--- config.mk ---
export PLATFORM = sky130hd
export DESIGN_NAME = pwr_seq_top
export DESIGN_NICKNAME = d
export VERILOG_FILES = /design/src/rtl/pwr_seq_pkg.sv /design/src/rtl/pwr_seq_sync.sv /design/src/rtl/pwr_seq_chan.sv /design/src/rtl/pwr_seq_top.sv
export SDC_FILE = /design/constraint.sdc
export NUM_CORES = 1
export LEC_CHECK = 0
export ABC_AREA = 1
export BUFFER_PORTS_ARGS = -buffer_cell sky130_fd_sc_hd__buf_2
export CAP_MARGIN = 20
export CORE_ASPECT_RATIO = 1.1
export CORE_UTILIZATION = 67
export CTS_BUF_LIST = sky130_fd_sc_hd__clkbuf_8
export CTS_CLUSTER_DIAMETER = 40
export DETAILED_ROUTE_END_ITERATION = 6
export GPL_ROUTABILITY_DRIVEN = 0
export PLACE_DENSITY = 0.85
export SLEW_MARGIN = 5
export SYNTH_ARGS = -nofsm -noshare
export SYNTH_HDL_FRONTEND = slang
export SYNTH_SLANG_ARGS = --single-unit
export TNS_END_PERCENT = 1
--- constraint.sdc ---
create_clock -name clk -period 3.4 [get_ports clk]
set_input_delay 0 -clock clk [delete_from_list [all_inputs] [get_ports clk]]
set_output_delay 0 -clock clk [all_outputs]
set_load 0.005 [all_outputs]
--- src/rtl/pwr_seq_pkg.sv ---
package pwr_seq_pkg;
    typedef enum logic [1:0] {
        CH_OFF   = 2'd0,
        CH_SLEEP = 2'd1,
        CH_WAKE  = 2'd2,
        CH_RUN   = 2'd3
    } ch_state_e;
endpackage

--- src/rtl/pwr_seq_sync.sv ---
module pwr_seq_sync #(
    parameter int W      = 3,
    parameter int STAGES = 2
) (
    input  logic         clk,
    input  logic         rst_n,
    input  logic [W-1:0] rst_val,
    input  logic [W-1:0] din,
    output logic [W-1:0] dout
);
    logic [W-1:0] stg_d [STAGES];
    logic [W-1:0] stg_q [STAGES];

    always_comb begin
        stg_d[0] = din;
        for (int i = 1; i < STAGES; i++) begin
            stg_d[i] = stg_q[i-1];
        end
    end

    always_ff @(posedge clk or negedge rst_n) begin
        if (!rst_n) begin
            for (int i = 0; i < STAGES; i++) stg_q[i] <= rst_val;
        end else begin
            for (int i = 0; i < STAGES; i++) stg_q[i] <= stg_d[i];
        end
    end

    assign dout = stg_q[STAGES-1];
endmodule

--- src/rtl/pwr_seq_chan.sv ---
module pwr_seq_chan
    import pwr_seq_pkg::*;
#(
    parameter int PD_WAKE_CYC  = 900,
    parameter int SLP_WAKE_CYC = 20,
    parameter int CNT_W        = 10
) (
    input  logic clk,
    input  logic rst_n,
    input  logic pwr_ok,
    input  logic run_req,
    output logic active,
    output logic valid,
    output logic off
);
    localparam logic [CNT_W-1:0] PD_LAST  = CNT_W'(PD_WAKE_CYC - 1);
    localparam logic [CNT_W-1:0] SLP_LAST = CNT_W'(SLP_WAKE_CYC - 1);

    typedef struct packed {
        ch_state_e        st;
        logic [CNT_W-1:0] cnt;
        logic             cold;
    } chan_t;

    chan_t cur_q, cur_d;
    logic [CNT_W-1:0] last_cnt;

    always_comb begin
        cur_d    = cur_q;
        last_cnt = cur_q.cold ? PD_LAST : SLP_LAST;
        if (!pwr_ok) begin
            cur_d.st   = CH_OFF;
            cur_d.cnt  = '0;
            cur_d.cold = 1'b1;
        end else begin
            unique case (cur_q.st)
                CH_OFF: begin
                    cur_d.cnt = '0;
                    cur_d.st  = run_req ? CH_WAKE : CH_SLEEP;
                end
                CH_SLEEP: begin
                    cur_d.cnt = '0;
                    if (run_req) cur_d.st = CH_WAKE;
                end
                CH_WAKE: begin
                    if (!run_req) begin
                        cur_d.st  = CH_SLEEP;
                        cur_d.cnt = '0;
                    end else if (cur_q.cnt == last_cnt) begin
                        cur_d.st   = CH_RUN;
                        cur_d.cnt  = '0;
                        cur_d.cold = 1'b0;
                    end else begin
                        cur_d.cnt = cur_q.cnt + 1'b1;
                    end
                end
                CH_RUN: begin
                    if (!run_req) cur_d.st = CH_SLEEP;
                end
                default: cur_d.st = CH_OFF;
            endcase
        end
    end

    always_ff @(posedge clk or negedge rst_n) begin
        if (!rst_n) begin
            cur_q.st   <= CH_OFF;
            cur_q.cnt  <= '0;
            cur_q.cold <= 1'b1;
        end else begin
            cur_q <= cur_d;
        end
    end

    assign active = (cur_q.st == CH_WAKE) || (cur_q.st == CH_RUN);
    assign valid  = (cur_q.st == CH_RUN);
    assign off    = (cur_q.st == CH_OFF);
endmodule

--- src/rtl/pwr_seq_top.sv ---
module pwr_seq_top #(
    parameter int NUM_CH       = 2,
    parameter int SYNC_STAGES  = 2,
    parameter int PD_WAKE_CYC  = 900,
    parameter int SLP_WAKE_CYC = 20
) (
    input  logic              clk,
    input  logic              rst_n,
    input  logic              pd_n_in,
    input  logic [NUM_CH-1:0] slp_in,
    output logic [NUM_CH-1:0] ch_active,
    output logic [NUM_CH-1:0] ch_valid,
    output logic              clk_en,
    output logic              out_clr
);
    localparam int MAX_WAKE = (PD_WAKE_CYC > SLP_WAKE_CYC) ? PD_WAKE_CYC : SLP_WAKE_CYC;
    localparam int CNT_W    = $clog2(MAX_WAKE + 1);
    localparam int SW       = NUM_CH + 1;

    logic [SW-1:0]     ctl_s;
    logic              pd_n_s;
    logic [NUM_CH-1:0] req_s;
    logic [NUM_CH-1:0] ch_off;

    typedef struct packed {
        logic armed;
    } top_t;
    top_t top_q, top_d;

    pwr_seq_sync #(.W(SW), .STAGES(SYNC_STAGES)) u_sync (
        .clk     (clk),
        .rst_n   (rst_n),
        .rst_val ({1'b1, {NUM_CH{1'b0}}}),
        .din     ({pd_n_in, slp_in}),
        .dout    (ctl_s)
    );

    assign pd_n_s = ctl_s[SW-1];
    assign req_s  = ctl_s[NUM_CH-1:0];

    always_comb begin
        top_d       = top_q;
        top_d.armed = top_q.armed | ~pd_n_s;
    end

    always_ff @(posedge clk or negedge rst_n) begin
        if (!rst_n) top_q.armed <= 1'b0;
        else        top_q       <= top_d;
    end

    for (genvar c = 0; c < NUM_CH; c++) begin : g_ch
        pwr_seq_chan #(
            .PD_WAKE_CYC (PD_WAKE_CYC),
            .SLP_WAKE_CYC(SLP_WAKE_CYC),
            .CNT_W       (CNT_W)
        ) u_chan (
            .clk    (clk),
            .rst_n  (rst_n),
            .pwr_ok (pd_n_s & top_q.armed),
            .run_req(req_s[c]),
            .active (ch_active[c]),
            .valid  (ch_valid[c]),
            .off    (ch_off[c])
        );
    end

    assign clk_en  = |ch_active;
    assign out_clr = &ch_off;
endmodule

Yosys cells after proc, flatten, opt, wreduce, memory -nomap -nowiden
Cells that the tools add are included.

operators by class
  $add $sub $neg = 2
  eq/ne operators = 22
  mux-type cells = 26
  bitwise gates (word level) = 3
  reduce and logical (&&, ||, !) cells = 12

operators by type and width
  kind                     number
  $mux W10                 4
  $pmux W10 S2             2
  $mux W13                 2
  $mux W12                 2
  $add A10 B1 Y10 const B  2
  $eq A10 B10 Y1           2
  $mux W2                  8
  $pmux W2 S4              2
  $ne A3 B3 Y1 const B     5
  $reduce_and A3 Y1        4
  $eq A2 B2 Y1 const B     4
  $ne A2 B2 Y1 const B     4
  $mux W1                  6
  $reduce_or A2 Y1         3
  $eq A2 B1 Y1 const B     2
  $logic_not A2 Y1         2
  $ne A2 B1 Y1 const B     2
  $ne A4 B3 Y1 const B     1
  $ne A4 B4 Y1 const B     1
  $ne A3 B2 Y1 const B     1
  $logic_or A1 B1 Y1       2
  $reduce_and A2 Y1        1
  $and A1 B1 Y1            1
  $not A1 Y1               1
  $or A1 B1 Y1             1

storage, ports and cells
  register bits = 33
  output and inout bits = 6
  logic and storage cells = 74

Depth between registers and ports, before layout
Gate-level depths: netlist of the first run.

  depth in word-level cells = 6
  gate-level depth with buffers = 9

Least setup slack after synthesis of the first run
OpenSTA, ideal clock, no wires.

  kind = register to register
  from = register g_ch[0].u_chan.cur_q[1] (netlist name)
  to = register g_ch[0].u_chan.cur_q[7] (netlist name)
  setup time = 0.125 ns
  arrival = 1.143 ns
  required time = 3.275 ns
  setup slack = 2.132 ns
  cell stages (with the launch flop) = 8
  clock period less this slack = 1.268 ns
  cell sequence = dfrtp_1 > ha_1 > nand2_1 > nor2_2 > nand3_4 > nor2_4 > xor2_1 > nor2_1

between the ends
  cells in the longest elaborated chain, start to end = 5
  elaborated cells between the ends (all ways) = 6
  those cells by class = add/sub: 1; eq/ne: 1; mux: 4

ends and longest elaborated chain
  element                                                   line                                    RTL
  from (decl)                                               pwr_seq_chan.sv:25                      chan_t cur_q, cur_d;
  from (signal assigned)                                    pwr_seq_chan.sv:71                      cur_q <= cur_d;
  $add A10 B1 Y10 / $eq A10 B10 Y1 (equally long branches)  pwr_seq_chan.sv:54, pwr_seq_chan.sv:49
  $mux W10 *                                                pwr_seq_chan.sv:49                      end else if (cur_q.cnt == last_cnt) begin
  $mux W12 *                                                pwr_seq_chan.sv:46                      if (!run_req) begin
  $pmux W10 S2 *                                            pwr_seq_chan.sv:36                      unique case (cur_q.st)
  $mux W13 *                                                pwr_seq_chan.sv:31                      if (!pwr_ok) begin

Every way passes the cells marked *; elsewhere a longest branch is shown, timed or not.
A chain may end at the register's enable or synchronous reset.

Worst setup path in the final report of the first run
Same ends and word-level chain as after synthesis.

==> flow_summary_export.csv, run 1 <==
group,metric,value,unit
clock_network,clockBufferDepth,2,
worst_setup_path,startpoint_type,"register",
grt,antenna_found_initial,0,
drt,drt_pass1_iterations,4,
sta,tightest_slew,717,ps
drt,drtAntennaViolNets,0,
worst_setup_path,worst_r2r_path_depth,7,
drt,viasPerCell,5.40,
worst_setup_path,crit_required,3560,ps
grt,grt_pass1_vias,1467,
sta,rsz0062_at_grt,"no",
drt,routedWlPerCell,12.9,um
logic_synthesis,syn_area_per_cell,8.37,um2
sta,finalSetupViolCount,0,
layout,synthToLayoutAreaGrowth,9.86,%
drt,drt-total-wl,3460,um
logic_synthesis,synth_seq_area_share,45.1,%
clock_network,clkLatencyLatePin,280,ps
drt,remaining_drc_errors,0,
worst_setup_path,cp.arrival,1630,ps
clock_network,clock-sinks,33,
drt,highest_layer,"met4",
logic_synthesis,netlist_area,0.00184,mm2
grt,grt_max_degree,34,
worst_setup_path,end_kind,"register",
sta,timing.hold.ws,337,ps
logic_synthesis,synthCells,220,
power_and_ir_drop,peakVddDrop,0.421,mV
layout,stdcell_area,0.00202,mm2
drt,met2_wirelength,1900,um
hold_path,hp-class,"in -> async",
worst_setup_path,cp_max_fo,4,
layout,nets,242,
logic_synthesis,netlist.area_leader.share,39.4,%
grt,grt_pass1_wl,5940,um
floorplanning,pin_count,11,
sta,skew,9.50,ps
drt,met3_length,133,um
clock_network,cts_tree,"yes",
logic_synthesis,syn_nets,227,
worst_setup_path,r2r_start,"g_ch[0].u_chan.cur_q[1]",
drt,met1Wirelength,1350,um
logic_synthesis,ys_types,35,
layout,drive_gt1_share,21.6,%
place,portBuffers,10,
logic_synthesis,ys_seq_elements,33,
logic_synthesis,yosys_warnings,0,
sta,min_period_over_period,43.0,%
sta,relSlewSlack,52.2,%
clock_network,cts_buffers,5,
logic_synthesis,yosys-top-cells-area,"dfrtp_1 (39%), nand2_1 (11%), nor2_1 (6.7%)",
sta,hold_viol,0,
floorplanning,die_h,57.0,um
layout,layout_common_cells,"nand2_1 (54), nor2_1 (33), dfrtp_1 (29)",
drt,dr.first_iter.drc_count,37,
clock_network,htree_levels,2,
sta,post-route-min-period,1460,ps
layout,layout_commonest_cell,"nand2_1",
clock_network,clkSlewWorstSetupHoldPaths,70,ps
floorplanning,rows,19,
place,dpl.cell_count,255,
layout,num_antenna_cells,0,
sta,tns,0,ps
place,postPlaceCellArea,0.00189,mm2
grt,grt_usage,27.5,%
sta,fmax,0.683,GHz
floorplanning,core_area,0.00254,mm2
drt,via_count,1442,
clock_network,cts-root-buf,"clkbuf_8",
floorplanning,initial_core_util,72.4,%
place,hpwlAfterDp,2550,um
worst_setup_path,r2r_setup_slack,1940,ps
power_and_ir_drop,powerDensity,395,mW/mm2
layout,nFillCells,178,
floorplanning,die_width,52.0,um
logic_synthesis,yosysTopAreaCell,"dfrtp_1",
sta,finalMaxSlewViolations,0,
power_and_ir_drop,total_leakage_power,0.960,nW
grt,grt_overflow,0,
layout,instances_no_fill,267,
floorplanning,die-area,0.00296,mm2
status,status,"finished, final reports clean",
worst_setup_path,critical_path_class,"reg -> reg",
run,max_cap_violations,0,
worst_setup_path,reg2reg_to,"g_ch[0].u_chan.cur_q[7]",
[where the power goes]
part	internal [mW]	total, mW	switching, mW
clock	0.159	0.296	0.137
sequential	0.405	0.421	0.0158
combinational	0.0298	0.0808	0.0510
total	0.594	0.798	0.204
[cell usage after synthesis]
cell / n
a41oi_1: 2
o31a_1: 1
nand3_1: 10
or2_1: 1
nand2_8: 1
xnor2_1: 3
inv_1: 22
o21ai_1: 2
inv_6: 1
inv_4: 1
buf_4: 4
nor3_4: 2
ha_1: 2
nand2_4: 3
dfstp_2: 4
nand3_2: 2
inv_2: 3
xor2_1: 5
nand4_2: 1
nor2_4: 2
nor2_1: 33
dfrtp_1: 29
nor3_1: 3
a21oi_1: 3
nand4_1: 5
o21ai_0: 3
clkinv_4: 1
a21oi_4: 1
nand3_4: 1
nor2_2: 6
nor3_2: 2
nand2_2: 4
a31oi_1: 1
nand2_1: 54
clkbuf_1: 2
[metal layers]
layer | GRT usage [%] | vias up
met1 | 29.3 | 681
met3 | 7.47 | 12
met4 | 13.1 | 0
li1 | - | 714
met2 | 48.9 | 35
met5 | 0 | -
[sequential cells by signal, indices dropped and copies added, names as in the netlist]
register           count
g_ch.u_chan.cur_q     26
u_sync.stg_d           3
top_q                  1
u_sync.dout            3
[final cells by class]
| cell class | instances | area [um2] | area share [%] |
|---|---|---|---|
| clock buffers | 6 | 82.6 | 4.08 |
| clock inverters | 2 | 7.51 | 0.371 |
| inverters | 28 | 118 | 5.82 |
| multi-input cells | 153 | 855 | 42.3 |
| flip-flops and latches | 33 | 831 | 41.1 |
| well taps | 31 | 38.8 | 1.92 |
| repair buffers | 14 | 90.1 | 4.46 |
[cells by family after synthesis]
family                   after synthesis  synth area share (%)
AO/OA/AOI/OAI                         13                  4.83
XOR/XNOR                               8                  3.81
adder cells (fa/ha/maj)                2                  1.36
buffers and inverters                 34                  8.43
flip-flops                            33                  45.1
AND/OR/NAND/NOR                      130                  36.4
[how the worst max path moves through the flow]
stage,startpoint,slack [ps],cells after the start,endpoint
after floorplan,g_ch[0].u_chan.cur_q[1],2130,7,g_ch[0].u_chan.cur_q[7]
after global placement,g_ch[0].u_chan.cur_q[1],2050,7,g_ch[0].u_chan.cur_q[7]
after global routing,g_ch[0].u_chan.cur_q[1],1820,9,g_ch[0].u_chan.cur_q[9]
final,g_ch[0].u_chan.cur_q[1],1940,7,g_ch[0].u_chan.cur_q[7]
after detailed placement,g_ch[0].u_chan.cur_q[1],1970,7,g_ch[0].u_chan.cur_q[7]
after CTS,g_ch[0].u_chan.cur_q[1],1940,7,g_ch[0].u_chan.cur_q[7]
[worst max-delay path, cell delays in order, from the launching register on]
cell and delay (ps):
dfrtp_1 410, ha_1 220, nand2_1 80, nor2_2 180, nand3_4 110, nor2_4 120
xor2_1 180, nor2_1 50
[timing repair]
item,4_1_cts,5_1_grt
resized for setup,0,0
hold buffers,4,0
hold endpoints to repair,32,0
setup buffers,0,0
setup endpoints to repair,0,0
[metrics by stage]
stage / setup slack (ps) / util, % / total power [mW]
after floorplan: 2130 / - / 0.485
after global placement: 2050 / 74.4 / 0.502
after detailed placement: 1970 / 74.4 / 0.507
after CTS: 1940 / 79.5 / 0.804
after global routing: 1820 / 79.5 / 0.829
final: 1940 / 79.5 / 0.798
Power figures use the tool's default switching activity.
==> inputs of run 2 (changes only) <==
--- a/config.mk
+++ b/config.mk
@@ -5,16 +5,16 @@
 export SDC_FILE = /design/constraint.sdc
 export NUM_CORES = 1
 export LEC_CHECK = 0
-export ABC_AREA = 1
+export ABC_AREA = 0
 export BUFFER_PORTS_ARGS = -buffer_cell sky130_fd_sc_hd__buf_2
 export CAP_MARGIN = 20
 export CORE_ASPECT_RATIO = 1.1
-export CORE_UTILIZATION = 67
+export CORE_UTILIZATION = 62
 export CTS_BUF_LIST = sky130_fd_sc_hd__clkbuf_8
 export CTS_CLUSTER_DIAMETER = 40
 export DETAILED_ROUTE_END_ITERATION = 6
 export GPL_ROUTABILITY_DRIVEN = 0
-export PLACE_DENSITY = 0.85
+export PLACE_DENSITY = 0.79
 export SLEW_MARGIN = 5
 export SYNTH_ARGS = -nofsm -noshare
 export SYNTH_HDL_FRONTEND = slang
==> constraint.sdc (replaced) <==
create_clock -name clk -period 1.4 [get_ports clk]
set_input_delay 0 -clock clk [delete_from_list [all_inputs] [get_ports clk]]
set_output_delay 0 -clock clk [all_outputs]
set_load 0.005 [all_outputs]
==> run 2 against run 1 <==
Net effect:
- the flow now finishes with violations (setup timing)
- worst setup slack lost 2400 ps
- total power grew 140%
- worst hold slack worse by 47 ps
- register-to-register slack lost 2400 ps
- maximum frequency fell by 22%
- clock skew grew 1.0 ps
- count of clock-buffer cells in the layout increased by 1
- synthesized cell count fell by 28%
- die area is 3.8% lower
- first-iteration DRC count rose to 3.2 times the previous value
- global-route usage up 10 points
- via count is 9.2% higher
- largest power group unchanged
==> flow_summary_export.csv, run 2 <==
group,metric,value,unit
drt,remaining_drc_errors,0,
logic_synthesis,netlist.area_leader.share,44.4,%
logic_synthesis,yosys_warnings,0,
grt,grt_max_degree,34,
logic_synthesis,yosysTopAreaCell,"dfrtp_1",
sta,post-route-min-period,1880,ps
worst_setup_path,crit_required,1570,ps
layout,synthToLayoutAreaGrowth,37.4,%
power_and_ir_drop,total_power,1.93,mW
sta,relSlewSlack,51.7,%
layout,fin_util,90.0,%
sta,rsz0062_at_grt,"yes",
sta,setup_ws,-480,ps
sta,tightest_slew,724,ps
layout,largest_reg_flops,26,
clock_network,htree_levels,2,
floorplanning,core_area,0.00250,mm2
layout,drive_gt1_share,41.0,%
floorplanning,rows,19,
worst_setup_path,critical_path_class,"reg -> reg",
logic_synthesis,synth-edff-count,0,
sta,finalSetupViolCount,24,
logic_synthesis,synth_top_family_by_area,"simple AND/OR/NAND/NOR gates",
layout,layout_common_cells,"buf_4 (46), dfrtp_1 (29), nand3_1 (18)",
drt,via_count,1575,
worst_setup_path,cp.arrival,2050,ps
worst_setup_path,end_kind,"register",
layout,layout_commonest_cell,"buf_4",
logic_synthesis,synthMuxAreaShare,3.98,%
logic_synthesis,ys_types,39,
sta,tns,-8430,ps
drt,viasPerCell,6.35,
grt,grt_usage,37.8,%
sta,timing.hold.ws,289,ps
clock_network,clock-sinks,33,
drt,drt-total-wl,5280,um
logic_synthesis,synth_async_sr_flop_share,100,%
status,status,"finished, violations left",
logic_synthesis,synthCells,158,
drt,routedWlPerCell,21.3,um
logic_synthesis,yosysMostFrequentCell,"dfrtp_1",
power_and_ir_drop,powerDensity,859,mW/mm2
sta,min_period_over_period,134,%
grt,grt_pass1_wl,7650,um
logic_synthesis,yosys-top-cells-area,"dfrtp_1 (44%), dfstp_2 (6.4%), nand3_1 (5.8%)",
clock_network,clockBufferDepth,2,
logic_synthesis,synth_flop_cell,"dfrtp_1",
floorplanning,initial_core_util,65.5,%
place,portBuffers,10,
logic_synthesis,yosys.area_share.simple,26.3,%
layout,stdcell_area,0.00225,mm2
place,postPlaceCellArea,0.00200,mm2
logic_synthesis,synth_fa_ha_area_share,1.53,%
power_and_ir_drop,peakVddDrop,0.998,mV
logic_synthesis,synth_compound_area_share,9.10,%
logic_synthesis,synth_seq_area_share,50.8,%
drt,dr.first_iter.drc_count,120,
clock_network,cts-root-buf,"clkbuf_8",
layout,instances_no_fill,248,
sta,skew,10.5,ps
logic_synthesis,syn_nets,165,
floorplanning,die-area,0.00285,mm2
logic_synthesis,synth_commonest_cells,"dfrtp_1 (29), nand3_1 (19), nor2_1 (14)",
clock_network,clkSlewWorstSetupHoldPaths,70,ps
place,dpl.cell_count,232,
clock_network,cts_tree,"yes",
logic_synthesis,synthXorXnorAreaFrac,4.28,%
power_and_ir_drop,total_leakage_power,1.08,nW
clock_network,cts_buffers,5,
status,violations,"setup timing",
layout,num_antenna_cells,0,
clock_network,clkLatencyLatePin,300,ps
sta,hold_viol,0,
place,hpwlAfterDp,2850,um
grt,antenna_found_initial,0,
logic_synthesis,netlist_area,0.00164,mm2
drt,drtAntennaViolNets,0,
logic_synthesis,syn_area_per_cell,10.4,um2
floorplanning,die_width,51.0,um
grt,grt_pass1_vias,1630,
layout,regMostFlops,"g_ch.u_chan.cur_q",
run,max_cap_violations,0,
hold_path,hp-class,"in -> async",
sta,fmax,0.532,GHz
drt,drt_pass1_iterations,6,
layout,nets,223,
sta,finalMaxSlewViolations,0,
logic_synthesis,ys_seq_elements,33,
floorplanning,pin_count,11,
floorplanning,die_h,55.9,um
worst_setup_path,startpoint_type,"register",
place,pre_cts_slack,-359,ps
worst_setup_path,cp_max_fo,6,
grt,grt_overflow,0,
==> run 2: final timing paths <==
| path | start | to | slack (ps) | cells past startpoint |
|---|---|---|---|---|
| worst max-delay path | g_ch[1].u_chan.cur_q[8] | g_ch[1].u_chan.cur_q[9] | -480 | 5 |
| max in group asynchronous | rst_n | g_ch[1].u_chan.cur_q[7] | 640 | 2 |
| min in group clk | slp_in[1] | u_sync.stg_d[1] | 360 | 2 |
| worst min-delay path | rst_n | g_ch[1].u_chan.cur_q[2] | 290 | 2 |
| worst max register to register | g_ch[1].u_chan.cur_q[8] | g_ch[1].u_chan.cur_q[9] | -480 | 5 |
| worst min register to register | u_sync.stg_d[2] | u_sync.dout[2] | 360 | 0 |
==> run 2: final cells by class <==
type | count | area [um2]
flip-flops and latches | 33 | 831
clock inverters | 1 | 5.00
repair buffers | 62 | 458
inverters | 2 | 7.51
fillers | 115 | 249
well taps | 31 | 38.8
multi-input cells | 112 | 811
clock buffers | 7 | 96.3
==> run 2: cell families (layout without fill, tap and decap cells) <==
logic type	count (synthesis)	count (layout)
fa+ha+maj	2	2
flops	33	33
xor+xnor	8	8
simple gates	77	77
compound gates	20	20
mux	5	5
buf+inv	13	72
==> run 2: metal layers <==
metal / part of all wire, % / global-route usage (%) / vias to the layer above
met1: 39 / 45.9 / 755
met2: 47 / 58.5 / 110
met5: 0 / 0 / -
li1: - / - / 676
met4: 5.5 / 21.8 / 0
met3: 8.9 / 11.7 / 34
==> run 2: power by group <==
group	leakage [nW]	switching, mW	internal (mW)
logic	0.597	0.0723	0.0639
clock network	0.0542	0.365	0.444
registers	0.428	0.0113	0.973
total	1.08	0.448	1.48
==> run 2: timing repair <==
action	in CTS	in global routing
endpoints found under the hold margin	32	0
gates resized for setup	7	10
setup buffers	4	0
endpoints found under the setup margin	24	25
hold buffers	4	0
pin swaps	8	6
==> run 2: critical path: stages (launching register included) <==
cell	delay, ps
dfrtp_1	380
or4b_4	550
mux2i_4	240
a21oi_4	130
a21o_1	230
a22o_1	230
==> inputs of run 3 (changes only) <==
--- a/config.mk
+++ b/config.mk
@@ -8,15 +8,13 @@
 export ABC_AREA = 0
 export BUFFER_PORTS_ARGS = -buffer_cell sky130_fd_sc_hd__buf_2
 export CAP_MARGIN = 20
-export CORE_ASPECT_RATIO = 1.1
-export CORE_UTILIZATION = 62
 export CTS_BUF_LIST = sky130_fd_sc_hd__clkbuf_8
 export CTS_CLUSTER_DIAMETER = 40
 export DETAILED_ROUTE_END_ITERATION = 6
 export GPL_ROUTABILITY_DRIVEN = 0
-export PLACE_DENSITY = 0.79
 export SLEW_MARGIN = 5
 export SYNTH_ARGS = -nofsm -noshare
 export SYNTH_HDL_FRONTEND = slang
+export SYNTH_HIERARCHICAL = 1
 export SYNTH_SLANG_ARGS = --single-unit
 export TNS_END_PERCENT = 1
==> run 3 against run 2 <==
Net effect:
- the run now fails in 1_2_yosys
==> flow_summary_export.csv, run 3 <==
group,metric,value,unit
logic_synthesis,yosys-top-cells-area,"dfrtp_1 (40%), xnor2_1 (6.7%), nor2_1 (4.8%)",
logic_synthesis,synth_seq_area_share,43.1,%
logic_synthesis,ys_seq_elements,27,
status,stop_error,"ERROR: Found 6 problems in 'check -assert'.",
status,failing_step,"1_2_yosys",
logic_synthesis,ys_cells,153,
logic_synthesis,yosys_warnings,0,
logic_synthesis,yosys_area,0.00157,mm2
logic_synthesis,netlist.area_leader.share,39.7,%
logic_synthesis,synth-edff-count,0,
logic_synthesis,synth_async_sr_flop_share,100,%
logic_synthesis,yosysTopAreaCell,"dfrtp_1",
logic_synthesis,ys_types,34,
status,status,"did not finish",
logic_synthesis,synth_flop_cell,"dfrtp_1",
logic_synthesis,yosysMostFrequentCell,"dfrtp_1",
logic_synthesis,synth_commonest_cells,"dfrtp_1 (25), nor2_1 (20), nand2_1 (12), xnor2_1 (12), nand3_1 (8)",
==> run 3: logic make-up after synthesis <==
family | count (synthesis) | share of synthesized area, %
AOI/OAI and AO/OA | 14 | 8.74
xor gates and xnor gates | 16 | 8.90
adders and majority gates | 2 | 1.59
buffers and inverters | 10 | 4.77
DFF | 27 | 43.1
other | 2 | 0.477
and+or+nand+nor | 82 | 32.4
